--- config.mk ---
export PLATFORM = sky130hd
export DESIGN_NAME = semipar_fir
export DESIGN_NICKNAME = d
export VERILOG_FILES = /design/src/rtl/semipar_fir_pkg.sv /design/src/rtl/semipar_fir_seq.sv /design/src/rtl/semipar_fir_hist.sv /design/src/rtl/semipar_fir_tap.sv /design/src/rtl/semipar_fir.sv
export SDC_FILE = /design/constraint.sdc
export NUM_CORES = 2
export LEC_CHECK = 0
export CAP_MARGIN = 10
export CORE_MARGIN = 2
export CORE_UTILIZATION = 30
export DETAILED_ROUTE_END_ITERATION = 6
export DONT_BUFFER_PORTS = 1
export GPL_TIMING_DRIVEN = 1
export MAX_ROUTING_LAYER = met4
export SLEW_MARGIN = 10
export SYNTH_ARGS = -nofsm -noshare
export SYNTH_HDL_FRONTEND = slang
export SYNTH_SLANG_ARGS = --single-unit
--- constraint.sdc ---
create_clock -name clk_i -period 13.39 [get_ports clk_i]
set_clock_uncertainty 0.2 [all_clocks]
set_input_delay 0.6695 -clock clk_i [delete_from_list [all_inputs] [get_ports clk_i]]
set_output_delay 0.6695 -clock clk_i [all_outputs]
set_load 0.005 [all_outputs]
--- src/rtl/semipar_fir_pkg.sv ---
package semipar_fir_pkg;

  function automatic int idx_w(int n);
    return (n > 1) ? $clog2(n) : 1;
  endfunction

  // ring depth leaves slack for the in-flight reads of the last stage
  function automatic int ring_depth(int taps, int stages);
    return 1 << $clog2(taps + stages);
  endfunction

endpackage

--- src/rtl/semipar_fir_seq.sv ---
module semipar_fir_seq #(
  parameter int CHANNELS = 3,
  parameter int PHASES   = 4,
  parameter int CH_W     = 2,
  parameter int PH_W     = 2,
  parameter int PTR_W    = 4
) (
  input  logic             clk_i,
  input  logic             rst_ni,
  input  logic             in_valid_i,
  input  logic [CH_W-1:0]  in_chan_i,
  output logic             accept_o,
  output logic [PTR_W-1:0] wr_slot_o,
  output logic             iss_act_o,
  output logic [PH_W-1:0]  iss_ph_o,
  output logic [CH_W-1:0]  iss_ch_o,
  output logic [PTR_W-1:0] iss_base_o
);

  logic [PTR_W-1:0] wptr_q [CHANNELS];
  logic             act_q;
  logic [PH_W-1:0]  ph_q;
  logic [CH_W-1:0]  ch_q;
  logic [PTR_W-1:0] base_q;
  logic             chan_ok;
  logic             free;
  logic             last_ph;

  assign chan_ok  = {1'b0, in_chan_i} < (CH_W+1)'(CHANNELS);
  assign last_ph  = ph_q == PH_W'(PHASES - 1);
  assign free     = !act_q || last_ph;
  assign accept_o = in_valid_i && chan_ok && free;

  always_comb begin
    wr_slot_o = '0;
    for (int c = 0; c < CHANNELS; c++)
      if (in_chan_i == CH_W'(c)) wr_slot_o = wptr_q[c] + PTR_W'(1);
  end

  always_ff @(posedge clk_i or negedge rst_ni) begin
    if (!rst_ni) begin
      for (int c = 0; c < CHANNELS; c++) wptr_q[c] <= '0;
    end else if (accept_o) begin
      for (int c = 0; c < CHANNELS; c++)
        if (in_chan_i == CH_W'(c)) wptr_q[c] <= wr_slot_o;
    end
  end

  always_ff @(posedge clk_i or negedge rst_ni) begin
    if (!rst_ni) begin
      act_q  <= 1'b0;
      ph_q   <= '0;
      ch_q   <= '0;
      base_q <= '0;
    end else if (accept_o) begin
      act_q  <= 1'b1;
      ph_q   <= '0;
      ch_q   <= in_chan_i;
      base_q <= wr_slot_o;
    end else if (act_q) begin
      if (last_ph) act_q <= 1'b0;
      else         ph_q  <= ph_q + PH_W'(1);
    end
  end

  assign iss_act_o  = act_q;
  assign iss_ph_o   = ph_q;
  assign iss_ch_o   = ch_q;
  assign iss_base_o = base_q;

endmodule

--- src/rtl/semipar_fir_hist.sv ---
module semipar_fir_hist #(
  parameter int CHANNELS = 3,
  parameter int DEPTH    = 16,
  parameter int PTR_W    = 4,
  parameter int CH_W     = 2,
  parameter int SAMPLE_W = 16,
  parameter int PORTS    = 3
) (
  input  logic                            clk_i,
  input  logic                            rst_ni,
  input  logic                            we_i,
  input  logic [CH_W-1:0]                 wchan_i,
  input  logic [PTR_W-1:0]                waddr_i,
  input  logic [SAMPLE_W-1:0]             wdata_i,
  input  logic [PORTS-1:0][CH_W-1:0]      rchan_i,
  input  logic [PORTS-1:0][PTR_W-1:0]     raddr_i,
  output logic [PORTS-1:0][SAMPLE_W-1:0]  rdata_o
);

  logic [SAMPLE_W-1:0] mem_q [CHANNELS][DEPTH];

  always_ff @(posedge clk_i or negedge rst_ni) begin
    if (!rst_ni) begin
      for (int c = 0; c < CHANNELS; c++)
        for (int d = 0; d < DEPTH; d++) mem_q[c][d] <= '0;
    end else if (we_i) begin
      for (int c = 0; c < CHANNELS; c++)
        if (wchan_i == CH_W'(c)) mem_q[c][waddr_i] <= wdata_i;
    end
  end

  for (genvar p = 0; p < PORTS; p++) begin : g_rd
    always_comb begin
      rdata_o[p] = '0;
      for (int c = 0; c < CHANNELS; c++)
        if (rchan_i[p] == CH_W'(c)) rdata_o[p] = mem_q[c][raddr_i[p]];
    end
  end

endmodule

--- src/rtl/semipar_fir_tap.sv ---
module semipar_fir_tap #(
  parameter int SAMPLE_W = 16,
  parameter int COEF_W   = 16,
  parameter int ACC_W    = 36,
  parameter bit LAST     = 1'b0
) (
  input  logic                       clk_i,
  input  logic                       rst_ni,
  input  logic                       en_i,
  input  logic                       first_i,
  input  logic signed [SAMPLE_W-1:0] samp_i,
  input  logic signed [COEF_W-1:0]   coef_i,
  input  logic signed [ACC_W-1:0]    casc_i,
  output logic signed [ACC_W-1:0]    sum_o
);

  localparam int PROD_W = SAMPLE_W + COEF_W;

  logic signed [PROD_W-1:0] prod;
  logic signed [ACC_W-1:0]  prod_x;
  logic signed [ACC_W-1:0]  sum_q;

  assign prod   = samp_i * coef_i;
  assign prod_x = ACC_W'(prod);

  if (LAST) begin : g_acc
    // three-input add: product + cascade + own total, restarted on phase 0
    always_ff @(posedge clk_i or negedge rst_ni) begin
      if (!rst_ni)   sum_q <= '0;
      else if (en_i) sum_q <= (first_i ? '0 : sum_q) + casc_i + prod_x;
    end
  end else begin : g_mid
    always_ff @(posedge clk_i or negedge rst_ni) begin
      if (!rst_ni) sum_q <= '0;
      else         sum_q <= en_i ? casc_i + prod_x : '0;
    end
  end

  assign sum_o = sum_q;

endmodule

--- src/rtl/semipar_fir.sv ---
module semipar_fir
  import semipar_fir_pkg::*;
#(
  parameter int CHANNELS       = 3,
  parameter int PHASES         = 4,
  parameter int TAPS_PER_PHASE = 3,
  parameter int SAMPLE_W       = 16,
  parameter int COEF_W         = 16,
  localparam int TAPS  = PHASES * TAPS_PER_PHASE,
  localparam int ACC_W = SAMPLE_W + COEF_W + $clog2(TAPS),
  localparam int CH_W  = idx_w(CHANNELS),
  localparam int TAP_W = idx_w(TAPS)
) (
  input  logic                       clk_i,
  input  logic                       rst_ni,
  input  logic                       in_valid_i,
  input  logic [CH_W-1:0]            in_chan_i,
  input  logic signed [SAMPLE_W-1:0] in_data_i,
  input  logic                       coef_we_i,
  input  logic [TAP_W-1:0]           coef_addr_i,
  input  logic signed [COEF_W-1:0]   coef_data_i,
  output logic                       out_valid_o,
  output logic [CH_W-1:0]            out_chan_o,
  output logic signed [ACC_W-1:0]    out_data_o
);

  localparam int PH_W  = idx_w(PHASES);
  localparam int DEPTH = ring_depth(TAPS, TAPS_PER_PHASE);
  localparam int PTR_W = $clog2(DEPTH);
  localparam int TPP   = TAPS_PER_PHASE;

  logic             accept;
  logic [PTR_W-1:0] wr_slot;
  logic             iss_act;
  logic [PH_W-1:0]  iss_ph;
  logic [CH_W-1:0]  iss_ch;
  logic [PTR_W-1:0] iss_base;

  logic [TPP-1:0][CH_W-1:0]     rd_chan;
  logic [TPP-1:0][PTR_W-1:0]    rd_addr;
  logic [TPP-1:0][SAMPLE_W-1:0] rd_data;
  logic [TPP:0][ACC_W-1:0]      casc;

  logic signed [COEF_W-1:0] coef_q [TAPS];

  logic            act_q [TPP];
  logic [PH_W-1:0] ph_q  [TPP];
  logic [CH_W-1:0] ch_q  [TPP];

  semipar_fir_seq #(
    .CHANNELS (CHANNELS),
    .PHASES   (PHASES),
    .CH_W     (CH_W),
    .PH_W     (PH_W),
    .PTR_W    (PTR_W)
  ) i_seq (
    .clk_i      (clk_i),
    .rst_ni     (rst_ni),
    .in_valid_i (in_valid_i),
    .in_chan_i  (in_chan_i),
    .accept_o   (accept),
    .wr_slot_o  (wr_slot),
    .iss_act_o  (iss_act),
    .iss_ph_o   (iss_ph),
    .iss_ch_o   (iss_ch),
    .iss_base_o (iss_base)
  );

  semipar_fir_hist #(
    .CHANNELS (CHANNELS),
    .DEPTH    (DEPTH),
    .PTR_W    (PTR_W),
    .CH_W     (CH_W),
    .SAMPLE_W (SAMPLE_W),
    .PORTS    (TPP)
  ) i_hist (
    .clk_i   (clk_i),
    .rst_ni  (rst_ni),
    .we_i    (accept),
    .wchan_i (in_chan_i),
    .waddr_i (wr_slot),
    .wdata_i (in_data_i),
    .rchan_i (rd_chan),
    .raddr_i (rd_addr),
    .rdata_o (rd_data)
  );

  always_ff @(posedge clk_i or negedge rst_ni) begin
    if (!rst_ni) begin
      for (int i = 0; i < TAPS; i++) coef_q[i] <= '0;
    end else if (coef_we_i) begin
      for (int i = 0; i < TAPS; i++)
        if ({1'b0, coef_addr_i} == (TAP_W+1)'(i)) coef_q[i] <= coef_data_i;
    end
  end

  // control travels one stage per cycle alongside the cascade
  always_ff @(posedge clk_i or negedge rst_ni) begin
    if (!rst_ni) begin
      for (int j = 0; j < TPP; j++) begin
        act_q[j] <= 1'b0;
        ph_q[j]  <= '0;
        ch_q[j]  <= '0;
      end
    end else begin
      act_q[0] <= iss_act;
      ph_q[0]  <= iss_ph;
      ch_q[0]  <= iss_ch;
      for (int j = 1; j < TPP; j++) begin
        act_q[j] <= act_q[j-1];
        ph_q[j]  <= ph_q[j-1];
        ch_q[j]  <= ch_q[j-1];
      end
    end
  end

  if (TPP > 1) begin : g_base
    logic [PTR_W-1:0] base_q [TPP-1];
    always_ff @(posedge clk_i or negedge rst_ni) begin
      if (!rst_ni) begin
        for (int j = 0; j < TPP-1; j++) base_q[j] <= '0;
      end else begin
        base_q[0] <= iss_base;
        for (int j = 1; j < TPP-1; j++) base_q[j] <= base_q[j-1];
      end
    end
  end

  assign casc[0] = '0;

  for (genvar j = 0; j < TPP; j++) begin : g_stage
    logic                     act_j;
    logic [PH_W-1:0]          ph_j;
    logic [CH_W-1:0]          ch_j;
    logic [PTR_W-1:0]         base_j;
    logic signed [COEF_W-1:0] coef_j;

    if (j == 0) begin : g_head
      assign act_j  = iss_act;
      assign ph_j   = iss_ph;
      assign ch_j   = iss_ch;
      assign base_j = iss_base;
    end else begin : g_body
      assign act_j  = act_q[j-1];
      assign ph_j   = ph_q[j-1];
      assign ch_j   = ch_q[j-1];
      assign base_j = g_base.base_q[j-1];
    end

    // tap index j*PHASES + phase, i.e. that many samples back
    assign rd_chan[j] = ch_j;
    assign rd_addr[j] = base_j - PTR_W'(j * PHASES) - PTR_W'(ph_j);

    always_comb begin
      coef_j = '0;
      for (int p = 0; p < PHASES; p++)
        if (ph_j == PH_W'(p)) coef_j = coef_q[j*PHASES + p];
    end

    semipar_fir_tap #(
      .SAMPLE_W (SAMPLE_W),
      .COEF_W   (COEF_W),
      .ACC_W    (ACC_W),
      .LAST     (j == TPP-1)
    ) i_tap (
      .clk_i   (clk_i),
      .rst_ni  (rst_ni),
      .en_i    (act_j),
      .first_i (ph_j == '0),
      .samp_i  ($signed(rd_data[j])),
      .coef_i  (coef_j),
      .casc_i  ($signed(casc[j])),
      .sum_o   (casc[j+1])
    );
  end

  assign out_valid_o = act_q[TPP-1] && (ph_q[TPP-1] == PH_W'(PHASES - 1));
  assign out_chan_o  = ch_q[TPP-1];
  assign out_data_o  = $signed(casc[TPP]);

endmodule

# --- Yosys cells after proc, flatten, opt, wreduce, memory -nomap -nowiden ---
# Index checks and enable logic that the tools add are counted.
word_totals:
  output_inout_bits: 39
  register_bits: 1112
  elab_cells: 232
  input_bits: 42
classes:
  eq_ne: 30
  add_sub_neg: 12
  bitwise: 4
  reduce_logical: 31
  muxes: 65
  multipliers: 3
  magnitude_cmp: 6
op_table:
  columns: ["cell", "count"]
  rows:
  - ["256-bit bitwise mux", 3]
  - ["16-bit 2-to-1 mux", 40]
  - ["16-bit binary-select mux with 4-bit select", 9]
  - ["36-bit adder", 3]
  - ["36-bit 2-to-1 mux", 3]
  - ["16-bit by 16-bit multiplier with 32-bit output", 3]
  - ["16-bit demux with 4-bit select", 1]
  - ["2-bit AND reduction", 16]
  - ["2-bit equality test, second input constant", 11]
  - ["5-bit greater-or-equal comparator, second input constant", 4]
  - ["4-bit inverter with 5-bit output", 4]
  - ["4-bit by 3-bit equality test with 1-bit output, second input constant", 4]
  - ["4-bit equality test, second input constant", 4]
  - ["2-bit by 1-bit equality test with 1-bit output, second input constant", 7]
  - ["2-bit zero test", 7]
  - ["4-bit by 1-bit adder with 4-bit output, second input constant", 3]
  - ["4-bit 2-to-1 mux", 3]
  - ["4-bit by 2-bit subtractor with 4-bit output", 3]
  - ["4-bit by 2-bit equality test with 1-bit output, second input constant", 2]
  - ["2-bit 2-to-1 mux", 3]
  - ["5-bit by 1-bit < comparator with 1-bit output, second input constant", 1]
  - ["4-bit by 1-bit equality test with 1-bit output, second input constant", 1]
  - ["1-bit logical AND", 4]
  - ["4-bit zero test", 1]
  - ["9 further kinds", 11]

# --- Longest topological paths before layout ---
depth:
  depth_word: 12
  mapped_depth: 51
  depth_no_buf: 48

# --- Modules after synthesis ---
# From an unflattened synthesis, not the netlist that was laid out.
hier_totals:
  cells_unflattened: 8337
  area_unflattened_um2: 97292.1
modules_own_cells:
  columns: ["mod", "instances", "area_each_um2", "cells_each", "seq_area_each_um2"]
  rows:
  - ["semipar_fir_hist", 1, 47723.3, 3355, 19218.4]
  - ["semipar_fir_tap (g_stage[2].i_tap)", 1, 14048.5, 1544, 900.9]
  - ["semipar_fir_tap (g_stage[0].i_tap)", 1, 12600.8, 1390, 900.9]
  - ["semipar_fir_tap (g_stage[1].i_tap)", 1, 12563.3, 1396, 900.9]
  - ["semipar_fir", 1, 9270.1, 558, 5380.2]
  - ["semipar_fir_seq", 1, 1086.0, 94, 525.5]

# --- Least setup slack after synthesis ---
# Ideal clock, no wire load.
synth_path:
  kind: "register to register"
  startpoint: "reg ph_q, in the netlist g_stage[2].ph_j[1]"
  endpoint: "reg g_stage[2].i_tap.sum_q[35]"
  stages_incl_launch_ff: 49
  path_slack_ns: 1.252
  synth_period_minus_slack_ns: 12.138
  path_buffers: 4
  arrival_ns: 11.801
  required_ns: 13.053
  setup_ns: 0.137
  path_cell_list: "dfrtp_1 -> buf_1 -> clkbuf_1 -> inv_1 -> ha_1 -> ha_1 -> inv_1 -> fa_1 -> xnor2_1 -> clkbuf_1 -> mux4_2 -> mux2i_1 -> nor2_1 -> a21oi_1 -> buf_2 -> nor2_1 -> fa_1 -> inv_1 -> [13 not listed] -> a21oi_1 -> o21a_1 -> o311ai_0 -> nand2_1 -> o21ba_2 -> o21bai_1 -> xor2_1 -> fa_1 -> ha_1 -> a211o_1 -> a21oi_1 -> o211ai_1 -> a311oi_1 -> o21bai_1 -> a21oi_1 -> xnor3_1 -> mux2i_1 -> a21oi_1"
synth_via:
  elab_chain_cells: 10
  elab_cells_between_ends: 26
  cone_classes: "3 x add/sub; 1 x mul; 3 x eq/ne; 17 x mux; 1 x bitwise; 1 x reduce/logical"
synth_rtl:
  columns: ["item", "line_no", "source"]
  rows:
  - ["from (decl)", "semipar_fir.sv:47", "logic [PH_W-1:0] ph_q [TPP];"]
  - ["from (signal, indexed assignment)", "semipar_fir.sv:111", "ph_q[j] <= ph_q[j-1];"]
  - ["4-bit by 2-bit subtractor with 4-bit output", "semipar_fir.sv:152", "assign rd_addr[j] = base_j - PTR_W'(j * PHASES) - PTR_W'(ph_j);"]
  - ["4-bit inverter with 5-bit output (implied by the code)", "semipar_fir_hist.sv:36", "if (rchan_i[p] == CH_W'(c)) rdata_o[p] = mem_q[c][raddr_i[p]];"]
  - ["16-bit binary-select mux with 4-bit select", "semipar_fir_hist.sv:36", null]
  - ["16-bit 2-to-1 mux (implied by the code) (2 in a row)", "semipar_fir_hist.sv:36", null]
  - ["16-bit 2-to-1 mux (3 in a row)", "semipar_fir_hist.sv:36", null]
  - ["16-bit by 16-bit multiplier with 32-bit output", "semipar_fir_tap.sv:23", "assign prod = samp_i * coef_i;"]
  - ["36-bit adder *", "semipar_fir_tap.sv:30", "else if (en_i) sum_q <= (first_i ? '0 : sum_q) + casc_i + prod_x;"]
  - ["to (signal assigned)", "semipar_fir_tap.sv:30", null]
  - ["to (decl)", "semipar_fir_tap.sv:21", "logic signed [ACC_W-1:0] sum_q;"]
# Mark *: on every way between the ends. The rest lies on a longest branch, timed or not. The select of a mux whose other input is x is not followed.
# A chain may end at the register's enable or synchronous reset.

# --- Worst setup path in the final report ---
layout_path:
  startpoint: "reg ph_q, in the netlist g_stage[1].ph_j[1]"
  endpoint: "reg g_stage[1].i_tap.sum_q[35]"
layout_via:
  elab_chain_cells: 11
  elab_cells_between_ends: 25
  cone_classes: "2 x add/sub; 1 x mul; 3 x eq/ne; 17 x mux; 1 x bitwise; 1 x reduce/logical"
layout_rtl:
  columns: ["item", "line_no", "source"]
  rows:
  - ["4-bit by 2-bit subtractor with 4-bit output", "semipar_fir.sv:152", null]
  - ["4-bit inverter with 5-bit output (implied by the code)", "semipar_fir_hist.sv:36", null]
  - ["16-bit binary-select mux with 4-bit select", "semipar_fir_hist.sv:36", null]
  - ["16-bit 2-to-1 mux (implied by the code) (2 in a row)", "semipar_fir_hist.sv:36", null]
  - ["16-bit 2-to-1 mux (3 in a row)", "semipar_fir_hist.sv:36", null]
  - ["16-bit by 16-bit multiplier with 32-bit output *", "semipar_fir_tap.sv:23", null]
  - ["36-bit adder *", "semipar_fir_tap.sv:35", "else sum_q <= en_i ? casc_i + prod_x : '0;"]
  - ["36-bit 2-to-1 mux *", "semipar_fir_tap.sv:35", null]
  - ["to (signal assigned)", "semipar_fir_tap.sv:35", null]
  - ["to (decl)", "semipar_fir_tap.sv:21", null]
# Marked as above.

==> results.sh <==
export IMPL_num_io_pins=81
export IMPL_root_buffer="clkbuf_16"
export IMPL_vias=62086
export IMPL_rows=205
export IMPL_cts_tree="built"
export IMPL_hpwl_um=202000
export IMPL_synth_top_cell_by_area="dfrtp_1"
export IMPL_fin_crit_sh_pct=95.7
export IMPL_syn_cell_area_mm2=0.0940
export IMPL_layout_commonest_cell="dfrtp_1"
export IMPL_synth_top_cell_area_share_pct=29.5
export IMPL_die_x_um=564
export IMPL_port_buffers=0
export IMPL_crit_buf_inv=6
export IMPL_gp_congestion=0.934
export IMPL_final_min_clock_period_ns=12.81
export IMPL_clkSinkCount=1108
export IMPL_grt_overflow_total=0
export IMPL_ant_nets=0
export IMPL_wl_per_cell_um=23.9
export IMPL_cts_setup_buffers=0
export IMPL_antenna_found_initial=17
export IMPL_fmaxAchievable_mhz=78.1
export IMPL_yosys_most_used_dff="dfrtp_1"
export IMPL_grt_util_all_layers_pct=18.3
export IMPL_fin_tns_setup_ns=0
export IMPL_finalSetupViolations=0
export IMPL_finalHoldViolations=0
export IMPL_ys_seq_area_share_pct=29.5
export IMPL_drt_pass1_iter_count=5
export IMPL_critPathKind="reg -> reg"
export IMPL_clock_latency_ns=0.82
export IMPL_yosys_warnings=0
export IMPL_worst_ep_required_time_ns=13.85
export IMPL_critPathTopFamily="adder cells"
export IMPL_hp_class="in -> reg"
export IMPL_drt_iter0_markers=4857
export IMPL_start_util_pct=30.1
export IMPL_slew_viol_final=0
export IMPL_synthCells=7668
export IMPL_nNetsFinal=8721
export IMPL_end_kind="flop"
export IMPL_cts_buffer_depth=3
export IMPL_cp_data_arrival_time_ns=13.27
export IMPL_grt_max_degree=244
export IMPL_max_stage_delay_ns=0.67
export IMPL_cts_buffers=117
export IMPL_cap_viol_max_count=0
export IMPL_clkTransAtPathRegs_ns=0.06
export IMPL_cpMostUsedCell="fa_1"
export IMPL_synth_edf_count=0
export IMPL_fp_dieH_um=564
export IMPL_worst_pin_slew_ns=1.18
export IMPL_hold_worst_slack_ns=0.0593
export IMPL_rsz0062_at_grt="false"
export IMPL_h_tree_depth=3
export IMPL_grt_pass1_wl_um=429000
export IMPL_max_slew_margin_rel_pct=21.1
export IMPL_core_mm2=0.312
export IMPL_placed_area_mm2=0.0993
export IMPL_drive_above_1_share_pct=29.5
export IMPL_cp_max_fo=21
export IMPL_synthTopCellsByArea="dfrtp_1, fa_1, mux4_2, mux2_2, ha_1"
export IMPL_design_area_mm2=0.104
export IMPL_start_kind="flop"
export IMPL_synth_distinct_cells=75
export IMPL_routed_wl_um=281000
export IMPL_drc_errors=0
export IMPL_async_reset_ff_share_pct=100
export IMPL_synth_area_per_cell_um2=12.3
export IMPL_post_drt_via_cell_ratio=5.27
export IMPL_final_cell_mix="dfrtp_1, mux2_2, inv_1"
export IMPL_dieArea_mm2=0.318
export IMPL_crit_path_top_delay_cell="dfrtp_1"
export IMPL_outcome="finished, final reports clean"
export IMPL_grt_pass1_vias=66356
export IMPL_syn_nets=8863
export IMPL_area_growth_pct=10.7
export IMPL_ys_seq_elements=1108
repair_timing:
| action | in CTS | in global routing |
|---|---|---|
| resized for setup | 0 | 0 |
| endpoints found under the setup margin | 0 | 0 |
| hold buffers | 34 | 0 |
| hold endpoints to repair | 1170 | 0 |
worst paths after layout:
check	startpoint	to	slack, ns	depth (start not counted)
worst max register to register	g_stage[1].ph_j[1]	g_stage[1].i_tap.sum_o[35]	0.58	38
max in group asynchronous	rst_ni	coef_q[64]	9.72	5
worst min register to register	i_seq.iss_base_o[0]	g_stage[1].base_j[0]	0.17	0
worst min-delay path	in_data_i[13]	i_hist.mem_q[669]	0.06	2
min in group asynchronous	rst_ni	i_hist.mem_q[757]	0.43	2
worst max-delay path	g_stage[1].ph_j[1]	g_stage[1].i_tap.sum_o[35]	0.58	38
flip-flops by register name, indices dropped and copies added (netlist names):
name                 flops
act_q                    1
coef_q                 192
g_stage.act_j            2
g_stage.base_j           8
g_stage.ch_j             4
g_stage.i_tap.sum_o    104
g_stage.ph_j             4
i_hist.mem_q           768
i_seq.iss_act_o          1
i_seq.iss_base_o         4
i_seq.iss_ch_o           2
i_seq.iss_ph_o           2
i_seq.wptr_q            12
out_chan_o               2
ph_q                     2
cell type report:
| class | count | area, um2 |
|---|---|---|
| Antenna cell | 10 | 25.0 |
| Clock buffer | 164 | 3270 |
| Clock inverter | 51 | 822 |
| Fill cell | 30520 | 208000 |
| Inverter | 964 | 3620 |
| Multi-Input combinational cell | 5090 | 60800 |
| Sequential cell | 1108 | 27700 |
| Tap cell | 4140 | 5180 |
| Timing Repair Buffer | 245 | 2520 |
logic make-up after synthesis:
logic type               count (synthesis)  synth area share, %
AO/OA/AOI/OAI                          583                 3.96
adder cells (fa/ha/maj)               1153                 22.0
multiplexers                          1831                 30.3
AND/OR/NAND/NOR                       1367                 6.66
buffers and inverters                 1470                 6.14
XOR/XNOR                               156                 1.48
flip-flops                            1108                 29.5
per-stage QoR:
| step | utilization (%) | cells | setup slack [ns] |
|---|---|---|---|
| floorplan | - | 7668 | 1.25 |
| global placement | 31.8 | 11510 | 0.762 |
| detailed placement | 31.9 | 11511 | 0.689 |
| CTS | 33.3 | 11760 | 0.720 |
| global route | 33.4 | 11768 | 0.0333 |
| finish | 33.4 | 11772 | 0.582 |
per-layer routing:
metal | up-vias | share of wire [%] | track usage, %
li1 | 26130 | - | -
met2 | 2352 | 47 | 28.9
met1 | 33080 | 42 | 23.8
met4 | 0 | 3.9 | 6.26
met3 | 524 | 7.2 | 3.02
met5 | - | 0 | -
synthesized netlist by cell type (all sizes together) (40+ instances only):
library cell and n:
ha 327, and2 63, nor2 527, mux4 707, inv 962, a21o 81, nor2b 90, clkbuf 361
mux2i 96, o21ai 131, xor2 54, buf 145, fa 826, nand2 383, or2 40, xnor2 101
nand2b 143, mux2 1028, a21oi 163, dfrtp 1108
Power is not shown: default switching activity piles up to over one toggle a cycle in this logic, so the estimate is an artifact.
